### config.mk
export PLATFORM = sky130hd
export DESIGN_NAME = extbus_csw_unit
export DESIGN_NICKNAME = d
export VERILOG_FILES = /design/src/rtl/extbus_csw_pkg.sv /design/src/rtl/extbus_csw_regs.sv /design/src/rtl/extbus_csw_decode.sv /design/src/rtl/extbus_csw_unit.sv
export SDC_FILE = /design/constraint.sdc
export NUM_CORES = 1
export LEC_CHECK = 0
export BUFFER_PORTS_ARGS = -buffer_cell sky130_fd_sc_hd__buf_2
export CELL_PAD_IN_SITES_DETAIL_PLACEMENT = 0
export CELL_PAD_IN_SITES_GLOBAL_PLACEMENT = 1
export CORE_UTILIZATION = 36
export CTS_BUF_LIST = sky130_fd_sc_hd__clkbuf_8
export DETAILED_ROUTE_END_ITERATION = 10
export PLACE_DENSITY = 0.81
export SLEW_MARGIN = 10
export SYNTH_ARGS = -nofsm -noshare
export SYNTH_HDL_FRONTEND = slang
export SYNTH_HIERARCHICAL = 1
export SYNTH_SLANG_ARGS = --single-unit
### constraint.sdc
create_clock -name clk -period 1.4 [get_ports clk]
set_input_delay 0.14 -clock clk [delete_from_list [all_inputs] [get_ports clk]]
set_output_delay 0.14 -clock clk [all_outputs]
set_load 0.01 [all_outputs]
### src/rtl/extbus_csw_pkg.sv
package extbus_csw_pkg;
    typedef enum logic [1:0] {
        AW20   = 2'b00,
        AW16   = 2'b01,
        AW_BAD = 2'b10,
        AW12   = 2'b11
    } aw_code_e;
endpackage

### src/rtl/extbus_csw_regs.sv
module extbus_csw_regs
    import extbus_csw_pkg::*;
#(
    parameter int          NCS      = 4,
    parameter int          WF_W     = 2,
    parameter int          RA_W     = 8,
    parameter logic [7:0]  CSR_OFS  = 8'h08,
    parameter logic [7:0]  WCNT_OFS = 8'h09,
    parameter logic [7:0]  MODE_OFS = 8'h0A
) (
    input  logic                  clk,
    input  logic                  rst_n,
    input  logic                  wr,
    input  logic                  rd,
    input  logic [RA_W-1:0]       addr,
    input  logic [2*NCS-1:0]      wdata,
    output logic [2*NCS-1:0]      rdata,
    output logic [NCS-1:0]        cs_en,
    output logic [NCS-1:0]        cs_nowait,
    output logic [NCS*WF_W-1:0]   wait_fld,
    output aw_code_e              aw_code,
    output logic                  glob_wait,
    output logic [NCS-1:0]        force_wait
);
    localparam int BYTE_W = 2 * NCS;

    typedef struct packed {
        logic [BYTE_W-1:0]   csr;
        logic [NCS*WF_W-1:0] wcnt;
        aw_code_e            aw;
        logic                gwait;
        logic [NCS-1:0]      frc;
    } regs_t;

    regs_t regs_d, regs_q;

    always_comb begin
        regs_d = regs_q;
        rdata  = '0;
        if (wr) begin
            case (addr)
                CSR_OFS:  regs_d.csr  = wdata;
                WCNT_OFS: regs_d.wcnt = wdata[NCS*WF_W-1:0];
                MODE_OFS: begin
                    regs_d.gwait = wdata[2];
                    regs_d.frc   = wdata[BYTE_W-1 -: NCS];
                    if (wdata[1:0] != AW_BAD)
                        regs_d.aw = aw_code_e'(wdata[1:0]);
                end
                default: ;
            endcase
        end
        if (rd) begin
            case (addr)
                CSR_OFS:  rdata = regs_q.csr;
                WCNT_OFS: rdata = BYTE_W'(regs_q.wcnt);
                MODE_OFS: rdata = {regs_q.frc, 1'b0, regs_q.gwait, regs_q.aw};
                default:  rdata = '0;
            endcase
        end
    end

    always_ff @(posedge clk or negedge rst_n) begin
        if (!rst_n) begin
            regs_q.csr   <= BYTE_W'(1);
            regs_q.wcnt  <= '0;
            regs_q.aw    <= AW20;
            regs_q.gwait <= 1'b0;
            regs_q.frc   <= '0;
        end else begin
            regs_q <= regs_d;
        end
    end

    assign cs_en      = regs_q.csr[NCS-1:0];
    assign cs_nowait  = regs_q.csr[BYTE_W-1 -: NCS];
    assign wait_fld   = regs_q.wcnt;
    assign aw_code    = regs_q.aw;
    assign glob_wait  = regs_q.gwait;
    assign force_wait = regs_q.frc;

    // the illegal width code never reaches the register
    a_r9_width_legal: assert property (@(posedge clk) disable iff (!rst_n)
        regs_q.aw != AW_BAD);

    // a write carrying the illegal code leaves the width as it was
    a_r9_bad_write_kept: assert property (@(posedge clk) disable iff (!rst_n)
        (wr && addr == MODE_OFS && wdata[1:0] == 2'b10) |=> $stable(regs_q.aw));
endmodule

### src/rtl/extbus_csw_decode.sv
module extbus_csw_decode
    import extbus_csw_pkg::*;
#(
    parameter int AW     = 20,
    parameter int NCS    = 4,
    parameter int WF_W   = 2,
    parameter int MID_LO = 12,
    parameter int TOP_LO = 16
) (
    input  logic                  clk,
    input  logic                  rst_n,
    input  logic                  acc_req,
    input  logic [AW-1:0]         acc_addr,
    input  logic [NCS-1:0]        cs_en,
    input  logic [NCS-1:0]        cs_nowait,
    input  logic [NCS*WF_W-1:0]   wait_fld,
    input  logic                  glob_wait,
    input  logic [NCS-1:0]        force_wait,
    input  logic                  mid_addr,
    input  logic                  top_addr,
    output logic [NCS-1:0]        cs_n,
    output logic [WF_W:0]         wait_cycles,
    output logic [AW-1:0]         ext_addr
);
    localparam int RSEL_W = $clog2(NCS);
    localparam int WC_W   = WF_W + 1;

    typedef struct packed {
        logic [NCS-1:0]  cs_n;
        logic [WC_W-1:0] wcyc;
        logic [AW-1:0]   addr;
    } acc_t;

    acc_t acc_d, acc_q;
    logic [AW-1:0]     keep_mask;
    logic [RSEL_W-1:0] sel;
    logic              eff_nowait;

    for (genvar b = 0; b < AW; b++) begin : g_mask
        if (b < MID_LO) begin : g_low
            assign keep_mask[b] = 1'b1;
        end else if (b < TOP_LO) begin : g_mid
            assign keep_mask[b] = mid_addr;
        end else begin : g_top
            assign keep_mask[b] = top_addr;
        end
    end

    always_comb begin
        acc_d      = '0;
        acc_d.cs_n = '1;
        sel        = acc_addr[AW-1 -: RSEL_W];
        eff_nowait = cs_nowait[sel] & ~glob_wait & ~force_wait[sel];
        if (acc_req) begin
            acc_d.addr = acc_addr & keep_mask;
            if (cs_en[sel]) begin
                acc_d.cs_n[sel] = 1'b0;
                if (!eff_nowait)
                    acc_d.wcyc = WC_W'(wait_fld[sel*WF_W +: WF_W]) + WC_W'(1);
            end
        end
    end

    always_ff @(posedge clk or negedge rst_n) begin
        if (!rst_n) begin
            acc_q.cs_n <= '1;
            acc_q.wcyc <= '0;
            acc_q.addr <= '0;
        end else begin
            acc_q <= acc_d;
        end
    end

    assign cs_n        = acc_q.cs_n;
    assign wait_cycles = acc_q.wcyc;
    assign ext_addr    = acc_q.addr;

    // at most one chip select active
    a_r3_cs_onehot: assert property (@(posedge clk) disable iff (!rst_n)
        $onehot0(~cs_n));

    // a chip select only follows a request
    a_r3_cs_after_req: assert property (@(posedge clk) disable iff (!rst_n)
        (~&cs_n) |-> $past(acc_req));

    // a wait count only comes with an active chip select
    a_r5_wait_with_cs: assert property (@(posedge clk) disable iff (!rst_n)
        (wait_cycles != '0) |-> (~&cs_n));

    // with the global override, an enabled access always waits
    a_r6_global_wait: assert property (@(posedge clk) disable iff (!rst_n)
        (acc_req && glob_wait && cs_en[sel]) |=> (wait_cycles != '0));
endmodule

### src/rtl/extbus_csw_unit.sv
module extbus_csw_unit
    import extbus_csw_pkg::*;
#(
    parameter int AW   = 20,
    parameter int NCS  = 4,
    parameter int WF_W = 2,
    parameter int RA_W = 8
) (
    input  logic              clk,
    input  logic              rst_n,
    input  logic              reg_wr,
    input  logic              reg_rd,
    input  logic [RA_W-1:0]   reg_addr,
    input  logic [7:0]        reg_wdata,
    output logic [7:0]        reg_rdata,
    input  logic              acc_req,
    input  logic [AW-1:0]     acc_addr,
    input  logic              byte_strap,
    output logic [NCS-1:0]    cs_n,
    output logic [NCS-1:0]    cs_pin_en,
    output logic [WF_W:0]     wait_cycles,
    output logic [AW-1:0]     ext_addr,
    output logic              mid_pins_addr,
    output logic              top_pins_addr,
    output logic              bus_is_8bit
);
    logic [NCS-1:0]      cs_nowait, force_wait;
    logic [NCS*WF_W-1:0] wait_fld;
    logic                glob_wait;
    aw_code_e            aw_code;

    typedef struct packed {
        logic done;
        logic byte8;
    } strap_t;

    strap_t strap_d, strap_q;

    extbus_csw_regs #(.NCS(NCS), .WF_W(WF_W), .RA_W(RA_W)) u_regs (
        .clk        (clk),
        .rst_n      (rst_n),
        .wr         (reg_wr),
        .rd         (reg_rd),
        .addr       (reg_addr),
        .wdata      (reg_wdata),
        .rdata      (reg_rdata),
        .cs_en      (cs_pin_en),
        .cs_nowait  (cs_nowait),
        .wait_fld   (wait_fld),
        .aw_code    (aw_code),
        .glob_wait  (glob_wait),
        .force_wait (force_wait)
    );

    assign mid_pins_addr = (aw_code != AW12);
    assign top_pins_addr = (aw_code == AW20);

    extbus_csw_decode #(.AW(AW), .NCS(NCS), .WF_W(WF_W)) u_dec (
        .clk         (clk),
        .rst_n       (rst_n),
        .acc_req     (acc_req),
        .acc_addr    (acc_addr),
        .cs_en       (cs_pin_en),
        .cs_nowait   (cs_nowait),
        .wait_fld    (wait_fld),
        .glob_wait   (glob_wait),
        .force_wait  (force_wait),
        .mid_addr    (mid_pins_addr),
        .top_addr    (top_pins_addr),
        .cs_n        (cs_n),
        .wait_cycles (wait_cycles),
        .ext_addr    (ext_addr)
    );

    always_comb begin
        strap_d = strap_q;
        if (!strap_q.done) begin
            strap_d.done  = 1'b1;
            strap_d.byte8 = byte_strap;
        end
    end

    always_ff @(posedge clk or negedge rst_n) begin
        if (!rst_n) strap_q <= '0;
        else        strap_q <= strap_d;
    end

    assign bus_is_8bit = strap_q.byte8;

    // once captured, the width never moves
    a_r11_strap_hold: assert property (@(posedge clk) disable iff (!rst_n)
        strap_q.done |=> $stable(bus_is_8bit));

    // bits of a port group are never driven as address
    a_r10_top_masked: assert property (@(posedge clk) disable iff (!rst_n)
        (!top_pins_addr && $stable(aw_code)) |-> (ext_addr[AW-1:16] == '0));
endmodule

After elaboration in Yosys (flattened, before gate mapping) --
Cells that the tools add are included. Widths: inputs -> output; s select.
Storage, ports and cells: flip-flop bits (word level) 52, latch bits 0, RAM bits 0, memory bits (read-only) 0, input port bits 42, output and inout bits 42, memories 0
Operators by class: add/subtract/negate cells 1, multiply operators 0, div/mod/pow operators 0, $lt $le $gt $ge 2, equal/unequal tests 5, shifts and indexed selects 1, multiplexer cells 13, bitwise logic cells 6, reductions and logical operators 6
Operators by type and width (count):
- $mux 27 | 1
- $eq 8x4->1 const B | 3
- $pmux 8 s3 | 1
- $and 20x20->20 | 1
- $mux 8 | 1
- $shiftx 8x4->2 | 1
- $mux 7 | 1
- $bmux 1 s2 | 3
- $reduce_and 2->1 | 3
- $mux 1 | 4
- $ne 2x2->1 const B | 2
- $not 4->4 | 1
- $add 2x1->3 const B | 1
- $lt 2x3->1 const B | 1
- $mux 3 | 1
- $reduce_and 3->1 | 1
- $and 1x1->1 | 2
- $demux 1 s2 | 1
- $ge 2x1->1 const B | 1
- $logic_not 2->1 | 1
- $not 1->1 | 2
- $logic_and 1x1->1 | 1

Logic depth before layout (Yosys ltp) --
Gate-level depths: netlist of run 1.
word-level depth 7, depth in mapped cells 5

Cells and area by module --
Netlist of run 1, hierarchy kept.
By module, submodules not included:
- extbus_csw_regs | times used 1, cells an instance 94, area each 1166.1 um2, seq. area each 576.8 um2
- extbus_csw_decode | times used 1, cells an instance 75, area each 1048.5 um2, seq. area each 680.7 um2
- extbus_csw_unit | times used 1, cells an instance 6, area each 76.3 um2, seq. area each 50.0 um2

Least setup slack after synthesis of run 1 --
No wires, ideal clock.
kind reg2reg, start point reg u_regs.regs_q[10] (netlist: u_regs/wait_fld[3]), end point reg u_dec.acc_q, in the netlist u_dec/wait_cycles[1], data arrival time 1294 ps, required time 1306 ps, setup slack 12 ps, stages on the path, launching flop included 5, clock period less this slack 1388 ps, path through dfrtp_1 -> mux4_1 -> ha_1 -> inv_1 -> a211oi_1
RTL lines:
- start, declared | RTL line extbus_csw_regs.sv:35 | regs_t regs_d, regs_q;
- start signal, assigned | RTL line extbus_csw_regs.sv:71 | regs_q <= regs_d;
- end, declared | RTL line extbus_csw_decode.sv:34 | acc_t acc_d, acc_q;

Worst setup path after layout of run 1 --
start point reg u_regs.regs_q[15] (netlist: u_regs/cs_en[0]), end point out reg_rdata[0]
Between the ends: cells in the longest elaborated chain, start to end 2
RTL lines:
- $pmux 8 s3 | RTL line extbus_csw_regs.sv:54 | case (addr)
- $mux 8 | RTL line extbus_csw_regs.sv:53 | if (rd) begin
- end, declared | RTL line extbus_csw_unit.sv:15 | output logic [7:0] reg_rdata,
No other way between the ends.

==> flow_summary.ini, run 1 <==
[logic_synthesis]
netlist_area_sq_um = 2291
synthTopCellsByArea = dfrtp_1 (51%), mux2_2 (11%), dfstp_2 (5.7%), mux2i_1 (3.9%), and2_1 (3.5%)
yosysSeqAreaShare_pct = 57.07
synth_nets = 218
synthCells = 175
ys.flop_type = dfrtp_1
synth_seq_cells = 52
avgSynthCellArea_sq_um = 13.09
synth-async-reset-ratio_pct = 100.0
synth_edf_count = 0
yosysTopAreaCell = dfrtp_1
ys_warn_count = 6
yosys.cell_types.count = 35
synth_top_area_share_pct = 51.34

[floorplan]
rows = 28
die_width_um = 81.78
io_pins = 84
core_area_sq_um = 6026
die_h_um = 81.78
start_util_pct = 38.02
dieArea_sq_um = 6687

[final_layout]
final_common_cell = buf_2
final_util_pct = 52.76
drive_gt1_share_pct = 61.67
final_cell_mix = buf_2 (82), dfrtp_1 (47), buf_4 (23), mux2_2 (22), and2_1 (13)
antenna_cells = 0
area.growth.synth_to_final_pct = 38.78
finalNetCount = 329

[worst_setup_path]
path_cells = mux2i_1 -> or2_4 -> a21oi_2 -> buf_2
endpoint_kind = output port
start_kind = flip-flop
crit_arrival_ns = 1.44
critical_path_class = reg -> out
worstPathMaxFanout = 2
cp.required_ns = 1.26
r2r_cells = 4
critPathSlowestCell = dfstp_2
slowest_delay_ns = 0.55

[sta]
drv_slew = 0
setup_tns_ns = -0.9218
grt_setup_unrepaired = true
setup_violations = 9
min_period_ns = 1.576
max_clock_freq_mhz = 634.7
skew_ns = 0.01143
holdWs_ns = 0.03189
layout_setup_ws_ns = -0.1756
hold_violations = 0
period_share_pct = 112.5

[pwr]
vdd_drop_max_v = 0.0004552
p_leak_nw = 1.606
total_power_mw = 2.889
power_density_nw_per_um2 = 908.8

[routing]
drt_iter0_drc = 36
drtAntennaViolNets = 0
drc = 0
vias_per_cell = 4.818
drt_pass1_iterations = 4
wl_per_cell_um = 14.57
drt-total-wl_um = 5274
vias = 1744

[global_route]
grt_pass1_wl_um = 8438
gr-total-overflow = 0
grt_usage_pct = 17.05
antenna_found_initial = 0
grt_pass1_vias = 1741
grt_max_degree = 53

[cts]
h-tree-depth = 2
cts_tree = built
clkTransAtPathRegs_ns = 0.10
clock_sinks = 52
cts-root-buf = clkbuf_8
clkLatencyLatePin_ns = 0.31
cts_made_buffers = 5
cts_max_path_buffers = 2

[hold_path]
whs_path_depth = 2
hold_path_class = in -> reg

[job]
cap_violations = 0

[run_status]
violations = negative setup slack
status = finished, violations left

[placement]
portBuffers = 83
place.detailed.hpwl_um = 3864
place_congestion = 0.7983
post-place-ws_ns = -0.1305
-- path summary, 6_finish.rpt --
kind | from | endpoint | slack [ns]
min in group asynchronous | rst_n | strap_q[1] | 0.36
worst min register to register | bus_is_8bit | bus_is_8bit | 0.52
max in group asynchronous | rst_n | u_dec/cs_n[2] | 0.75
worst max register to register | u_regs/wait_fld[6] | u_dec/wait_cycles[1] | -0.07
worst min-delay path | acc_addr[8] | u_dec/ext_addr[8] | 0.03
worst max-delay path | u_regs/cs_en[0] | reg_rdata[0] | -0.18
-- report_power, final --
group | internal (mW) | total [mW] | switching (mW)
Combinational | 0.212 | 0.405 | 0.194
Clock | 0.364 | 0.880 | 0.516
Sequential | 1.57 | 1.60 | 0.0341
-- Yosys cell counts, types with 2 or more instances --
library cell and number:
mux2i_1 9, or2_2 7, buf_6 3, nand4_1 2, nand2_1 10, dfstp_2 5
mux4_2 2, clkbuf_1 3, dfrtp_1 47, or3_1 2, nor2b_1 7, and3_1 7
a211oi_1 3, buf_2 2, and4_1 2, inv_1 4, a21oi_1 8, and2_1 13
nor2_1 2, mux2_2 22
-- registers in the layout, summed over array words and instances (netlist names), 2 cells and up --
name               flops
u_regs/cs_en           4
u_regs/cs_nowait       4
u_dec/cs_n             4
u_dec/wait_cycles      3
u_regs/aw_code         2
u_dec/ext_addr        20
u_regs/force_wait      4
u_regs/wait_fld        8
-- worst max-delay path, delay by kind of cell, from the launching register on --
kind | cells | cell delay [ns]
buffers and inverters | 1 | 0.14
AO/OA/AOI/OAI | 1 | 0.13
AND/OR/NAND/NOR | 1 | 0.24
multiplexers | 1 | 0.06
flip-flops | 1 | 0.55
-- routing by layer --
layer	vias to the layer above	track usage [%]	part of all wire, %	routed length, um
li1	831	-	-	-
met5	-	0	0	0
met3	6	3.000	5.1	270
met2	58	28.02	47	2477
met4	0	5.789	1.4	75
met1	849	22.59	46	2451
-- layout make-up --
type | count | area, sq um
Inverter | 4 | 15.01
Tap cell | 75 | 93.84
Fill cell | 555 | 2846
Multi-Input combinational cell | 111 | 998.5
Timing Repair Buffer | 112 | 669.4
Clock inverter | 3 | 26.28
Clock buffer | 5 | 68.82
Sequential cell | 52 | 1308
-- stage by stage --
| stage | std cells | cell area, sq um |
|---|---|---|
| floorplan | 175 | 2291 |
| global placement | 351 | 2953 |
| detailed placement | 351 | 2953 |
| CTS | 361 | 3128 |
| global route | 362 | 3179 |
| finish | 362 | 3179 |
-- logic make-up (layout without fill, tap and decap cells) --
group                      Yosys count  in the layout  share of synthesized area, %
AOI/OAI and AO/OA                   14             14                         3.878
adders and majority gates            1              1                        0.5461
and+or+nand+nor                     60             60                         16.77
DFF                                 52             52                         57.07
muxes                               35             35                         18.51
other                                1              1                        0.1637
buffers and inverters               12            124                         3.058
-- repair_timing --
| item | CTS | global route |
|---|---|---|
| buffers inserted | 1 | 2 |
| hold buffers | 1 | 0 |
| endpoints found under the setup margin | 11 | 11 |
| endpoints found under the hold margin | 47 | 0 |
| gates resized for setup | 20 | 11 |
| pin swaps | 7 | 11 |
No activity file was read; power rests on OpenSTA's default activity.
==> run 2, diff against run 1 <==
--- a/config.mk
+++ b/config.mk
@@ -5,7 +5,7 @@
 export SDC_FILE = /design/constraint.sdc
 export NUM_CORES = 1
 export LEC_CHECK = 0
-export BUFFER_PORTS_ARGS = -buffer_cell sky130_fd_sc_hd__buf_2
+export BUFFER_PORTS_ARGS = -buffer_cell sky130_fd_sc_hd__clkbuf_2
 export CELL_PAD_IN_SITES_DETAIL_PLACEMENT = 0
 export CELL_PAD_IN_SITES_GLOBAL_PLACEMENT = 1
 export CORE_UTILIZATION = 36
==> run 2 against run 1 <==
The run still ends with negative setup slack left. First-iteration DRC count increased by 69%. Final area increased by 1.1%. Routed wire length shrank 4.6%. Register-to-register slack better by 0.03 ns. Critical path depth unchanged. Combinational power up 2%. Maximum frequency up 2.4%. Core utilization is 0.58 points higher. Clock skew decreased by 0.0042 ns. Final cell count rose by 1.1%.
==> flow_summary.ini, run 2 (synthesized netlist as in run 1, its figures left out) <==
[final_layout]
final_cell_mix = clkbuf_2 (75), dfrtp_1 (47), buf_4 (25), mux2_2 (21), and2_1 (13)
finalNetCount = 333
area.growth.synth_to_final_pct = 40.31
antenna_cells = 0
nFillCells = 542
largest_reg_flops = 20
final_common_cell = clkbuf_2
post-route-cell-area_sq_um = 3214
final_util_pct = 53.34
drive_gt1_share_pct = 61.86

[routing]
vias_per_cell = 4.642
drtAntennaViolNets = 0
drt_pass1_iterations = 4
drc = 0
drt_iter0_drc = 61
vias = 1699
wl_per_cell_um = 13.74
drt-total-wl_um = 5029

[sta]
hold_violations = 0
setup_violations = 9
min_period_ns = 1.538
drv_slew = 0
period_share_pct = 109.9
skew_ns = 0.007222
max_clock_freq_mhz = 650.2
layout_setup_ws_ns = -0.1381
grt_setup_unrepaired = true

[run_status]
status = finished, violations left
violations = negative setup slack

[worst_setup_path]
critPathSlowestCell = dfstp_2
worstPathMaxFanout = 2
start_kind = flip-flop
path_buf_inv = 1
cp.required_ns = 1.26
path_cells = mux2i_1 -> or2_4 -> a21oi_2 -> buf_2
cpLargestDelayFamily = flip-flops
critical_path_class = reg -> out
slowest_delay_ns = 0.55
crit_arrival_ns = 1.40
endpoint_kind = output port

[floorplan]
die_width_um = 81.78
dieArea_sq_um = 6687
io_pins = 84
die_h_um = 81.78
rows = 28
core_area_sq_um = 6026
start_util_pct = 38.02

[pwr]
vdd_drop_max_v = 0.0005917
total_power_mw = 2.920
power_density_nw_per_um2 = 908.5
p_leak_nw = 1.645

[cts]
clkLatencyLatePin_ns = 0.31
cts_made_buffers = 5
cts_max_path_buffers = 2
clkTransAtPathRegs_ns = 0.10
h-tree-depth = 2
cts-root-buf = clkbuf_8
cts_tree = built
clock_sinks = 52

[global_route]
antenna_found_initial = 0
grt_pass1_wl_um = 8142
grt_max_degree = 53
gr-total-overflow = 0
grt_usage_pct = 16.37
grt_pass1_vias = 1658

[placement]
placed_area_sq_um = 2995
portBuffers = 83
place.detailed.hpwl_um = 3808
place_congestion = 0.7824

[job]
cap_violations = 0

[hold_path]
hold_path_class = in -> reg
## run 2: stage by stage
step                      TNS [ns]  hold WS, ns  std cells  setup slack [ns]
final                      -0.6389      0.02625        366           -0.1381
after global routing        -1.244      0.01089        366           -0.1906
after CTS                  -0.9134      0.01432        365           -0.1763
after detailed placement    -1.445       0.1568        355          -0.09313
after global placement      -1.245       0.1546        355          -0.08941
after floorplan                  0      -0.1556        175           0.01157
## run 2: report_power, final
| part | switching [mW] | internal [mW] | total [mW] |
|---|---|---|---|
| sequential | 0.0324 | 1.57 | 1.60 |
| combinational | 0.193 | 0.220 | 0.412 |
| clock | 0.537 | 0.369 | 0.906 |
## run 2: layer usage
layer	GRT usage (%)	up-vias	wire [um]
met5	0	-	0
met3	3.667	6	323
met2	26.28	54	2351
met1	21.63	804	2275
met4	5.789	0	78
li1	-	835	-
## run 2: final timing paths
check                                   start                    to  slack (ns)  cells after the start
max                           u_regs/cs_en[0]          reg_rdata[0]       -0.14                      4
min                               acc_addr[8]     u_dec/ext_addr[8]        0.03                      2
max reg2reg                u_regs/wait_fld[6]  u_dec/wait_cycles[1]       -0.04                      4
min in group asynchronous               rst_n    u_dec/ext_addr[14]        0.35                      3
min reg2reg                       bus_is_8bit           bus_is_8bit        0.52                      1
max in group asynchronous               rst_n         u_dec/cs_n[0]        0.78                      3
## run 2: area by class of cell
| cell class | instances | area (sq um) | share of cell area [%] |
|---|---|---|---|
| sequential | 52 | 1308 | 40.68 |
| clock buffer | 5 | 68.82 | 2.141 |
| multi-input combinational | 111 | 987.2 | 30.71 |
| timing repair buffer | 116 | 715.7 | 22.27 |
| clock inverter | 3 | 26.28 | 0.8174 |
| tap | 75 | 93.84 | 2.919 |
| inverter | 4 | 15.01 | 0.4671 |
## run 2: what timing repair did
item / in CTS / in global routing
endpoints found under the setup margin: 9 / 11
hold buffers: 1 / 0
hold endpoints to repair: 47 / 0
pin swaps: 8 / 10
setup buffers: 1 / 1
gates resized for setup: 21 / 16
==> run 3, diff against run 2 <==
--- a/config.mk
+++ b/config.mk
@@ -12,6 +12,7 @@
 export CTS_BUF_LIST = sky130_fd_sc_hd__clkbuf_8
 export DETAILED_ROUTE_END_ITERATION = 10
 export PLACE_DENSITY = 0.81
+export REMOVE_ABC_BUFFERS = 1
 export SLEW_MARGIN = 10
 export SYNTH_ARGS = -nofsm -noshare
 export SYNTH_HDL_FRONTEND = slang
==> run 3 against run 2 <==
The flow still finishes with violations (negative setup slack). Die area is the same. Clock power is 15% higher. Power rose by 4.6%. First-iteration DRC count increased by 59%. Via count rose by 3.4%. Setup slack improved by 0.0059 ns.
==> flow_summary.ini, run 3 (synthesized netlist as in run 1, its figures left out) <==
[final_layout]
largest_reg_flops = 20
antenna_cells = 0
finalNetCount = 333
post-route-cell-area_sq_um = 3226
final_cells = 366
area.growth.synth_to_final_pct = 40.80
final_cell_mix = clkbuf_2 (75), dfrtp_1 (47), buf_4 (26), mux2_2 (21), and2_1 (13)
drive_gt1_share_pct = 61.17
final_common_cell = clkbuf_2
nFillCells = 539

[routing]
drt_iter0_drc = 97
drtAntennaViolNets = 0
vias = 1756
drc = 0
drt-total-wl_um = 5516
vias_per_cell = 4.798
wl_per_cell_um = 15.07
drt_pass1_iterations = 4

[floorplan]
io_pins = 84
dieArea_sq_um = 6687
start_util_pct = 38.02
die_width_um = 81.78
rows = 28
die_h_um = 81.78
core_area_sq_um = 6026

[global_route]
grt_pass1_wl_um = 8769
gr-total-overflow = 0
grt_max_degree = 53
grt_usage_pct = 17.98
grt_pass1_vias = 1772
antenna_found_initial = 0

[cts]
cts_tree = built
clock_sinks = 52
h-tree-depth = 2
cts_max_path_buffers = 2
clkLatencyLatePin_ns = 0.31
cts_made_buffers = 5
clkTransAtPathRegs_ns = 0.10
cts-root-buf = clkbuf_8

[pwr]
total_power_mw = 3.055
p_leak_nw = 1.654
vdd_drop_max_v = 0.0004764
power_density_nw_per_um2 = 947.2

[worst_setup_path]
critPathSlowestCell = dfstp_2
crit_arrival_ns = 1.39
cpLargestDelayFamily = flip-flops
path_cells = mux2i_1 -> or2_4 -> a21oi_2 -> buf_2
critical_path_class = reg -> out
endpoint_kind = output port
reg2reg_to = u_dec/wait_cycles[1]
path_buf_inv = 1
cp.required_ns = 1.26
worstReg2RegStart = u_regs/wait_fld[4]
crit_start = u_regs/cs_en[0]
worstPathMaxFanout = 2
ff2ff_setup_slack_ns = -0.06
slowest_delay_ns = 0.55
start_kind = flip-flop
r2r_cells = 4

[hold_path]
whs_path_depth = 2
hold_path.startpoint = acc_addr[7]
hold_end = u_dec/ext_addr[7]
hold_path_class = in -> reg

[sta]
period_share_pct = 109.4
setup_tns_ns = -0.7509
max_clock_freq_mhz = 652.7
drv_slew = 0
hold_violations = 0
skew_ns = 0.007650
min_period_ns = 1.532
grt_setup_unrepaired = true
setup_violations = 9
layout_setup_ws_ns = -0.1322

[placement]
placed_area_sq_um = 2988
post-place-ws_ns = -0.1166
place_congestion = 0.7974
place_inst = 354
portBuffers = 83
place.detailed.hpwl_um = 4049

[job]
cap_violations = 0

[run_status]
violations = negative setup slack
status = finished, violations left
==> run 3: changes by cell type in the layout (fill, tap and decap cells not counted), sizes merged <==
cell / previous run / this run
bufinv: 0 / 1
clkinv: 1 / 0
==> run 3: area by class of cell <==
class                      count  area, sq um  area share, %
tap                           75        93.84          2.909
sequential                    52         1308          40.54
clock inverter                 3        42.54          1.319
timing repair buffer         116        711.9          22.07
multi-input combinational    111        985.9          30.57
inverter                       4        15.01         0.4655
clock buffer                   5        68.82          2.133
==> run 3: power breakdown <==
group	total, mW	switching, mW	internal, mW
sequential	1.61	0.0367	1.57
clock	1.04	0.502	0.533
combinational	0.413	0.197	0.217
total	3.06	0.735	2.32
==> run 3: how the worst max path moves through the flow <==
| stage | endpoint | cells after the start |
|---|---|---|
| floorplan | u_dec/wait_cycles[1] | 4 |
| global placement | u_regs/force_wait[3] | 4 |
| detailed placement | u_regs/force_wait[0] | 4 |
| CTS | reg_rdata[0] | 4 |
| global route | reg_rdata[0] | 4 |
| finish | reg_rdata[0] | 4 |
==> run 3: worst register-to-register path, stage by stage, from the launching register on <==
cell and delay (ns):
dfrtp_1 0.41, mux4_2 0.51, ha_4 0.29, inv_2 0.03, a211oi_2 0.13
==> run 3: routing by layer <==
metal | up-vias | part of all wire [%] | track usage [%]
met5 | - | 0 | 0
met4 | 0 | 1.7 | 7.018
met3 | 7 | 4.3 | 2.778
met2 | 54 | 49 | 29.92
met1 | 856 | 45 | 23.43
li1 | 839 | - | -
==> run 3: through the flow <==
stage / util [%] / hold slack [ns]
floorplan: - / -0.1556
global route: 53.53 / 0.02521
CTS: 52.99 / 0.03345
finish: 53.53 / 0.03421
global placement: 49.58 / 0.1513
detailed placement: 49.58 / 0.1523
==> run 3: repair_timing <==
| action | CTS | global route |
|---|---|---|
| hold buffers | 1 | 0 |
| resized for setup | 20 | 15 |
| setup buffers | 2 | 1 |
| endpoints found under the setup margin | 10 | 11 |
| endpoints found under the hold margin | 47 | 0 |
| pin swaps | 6 | 9 |
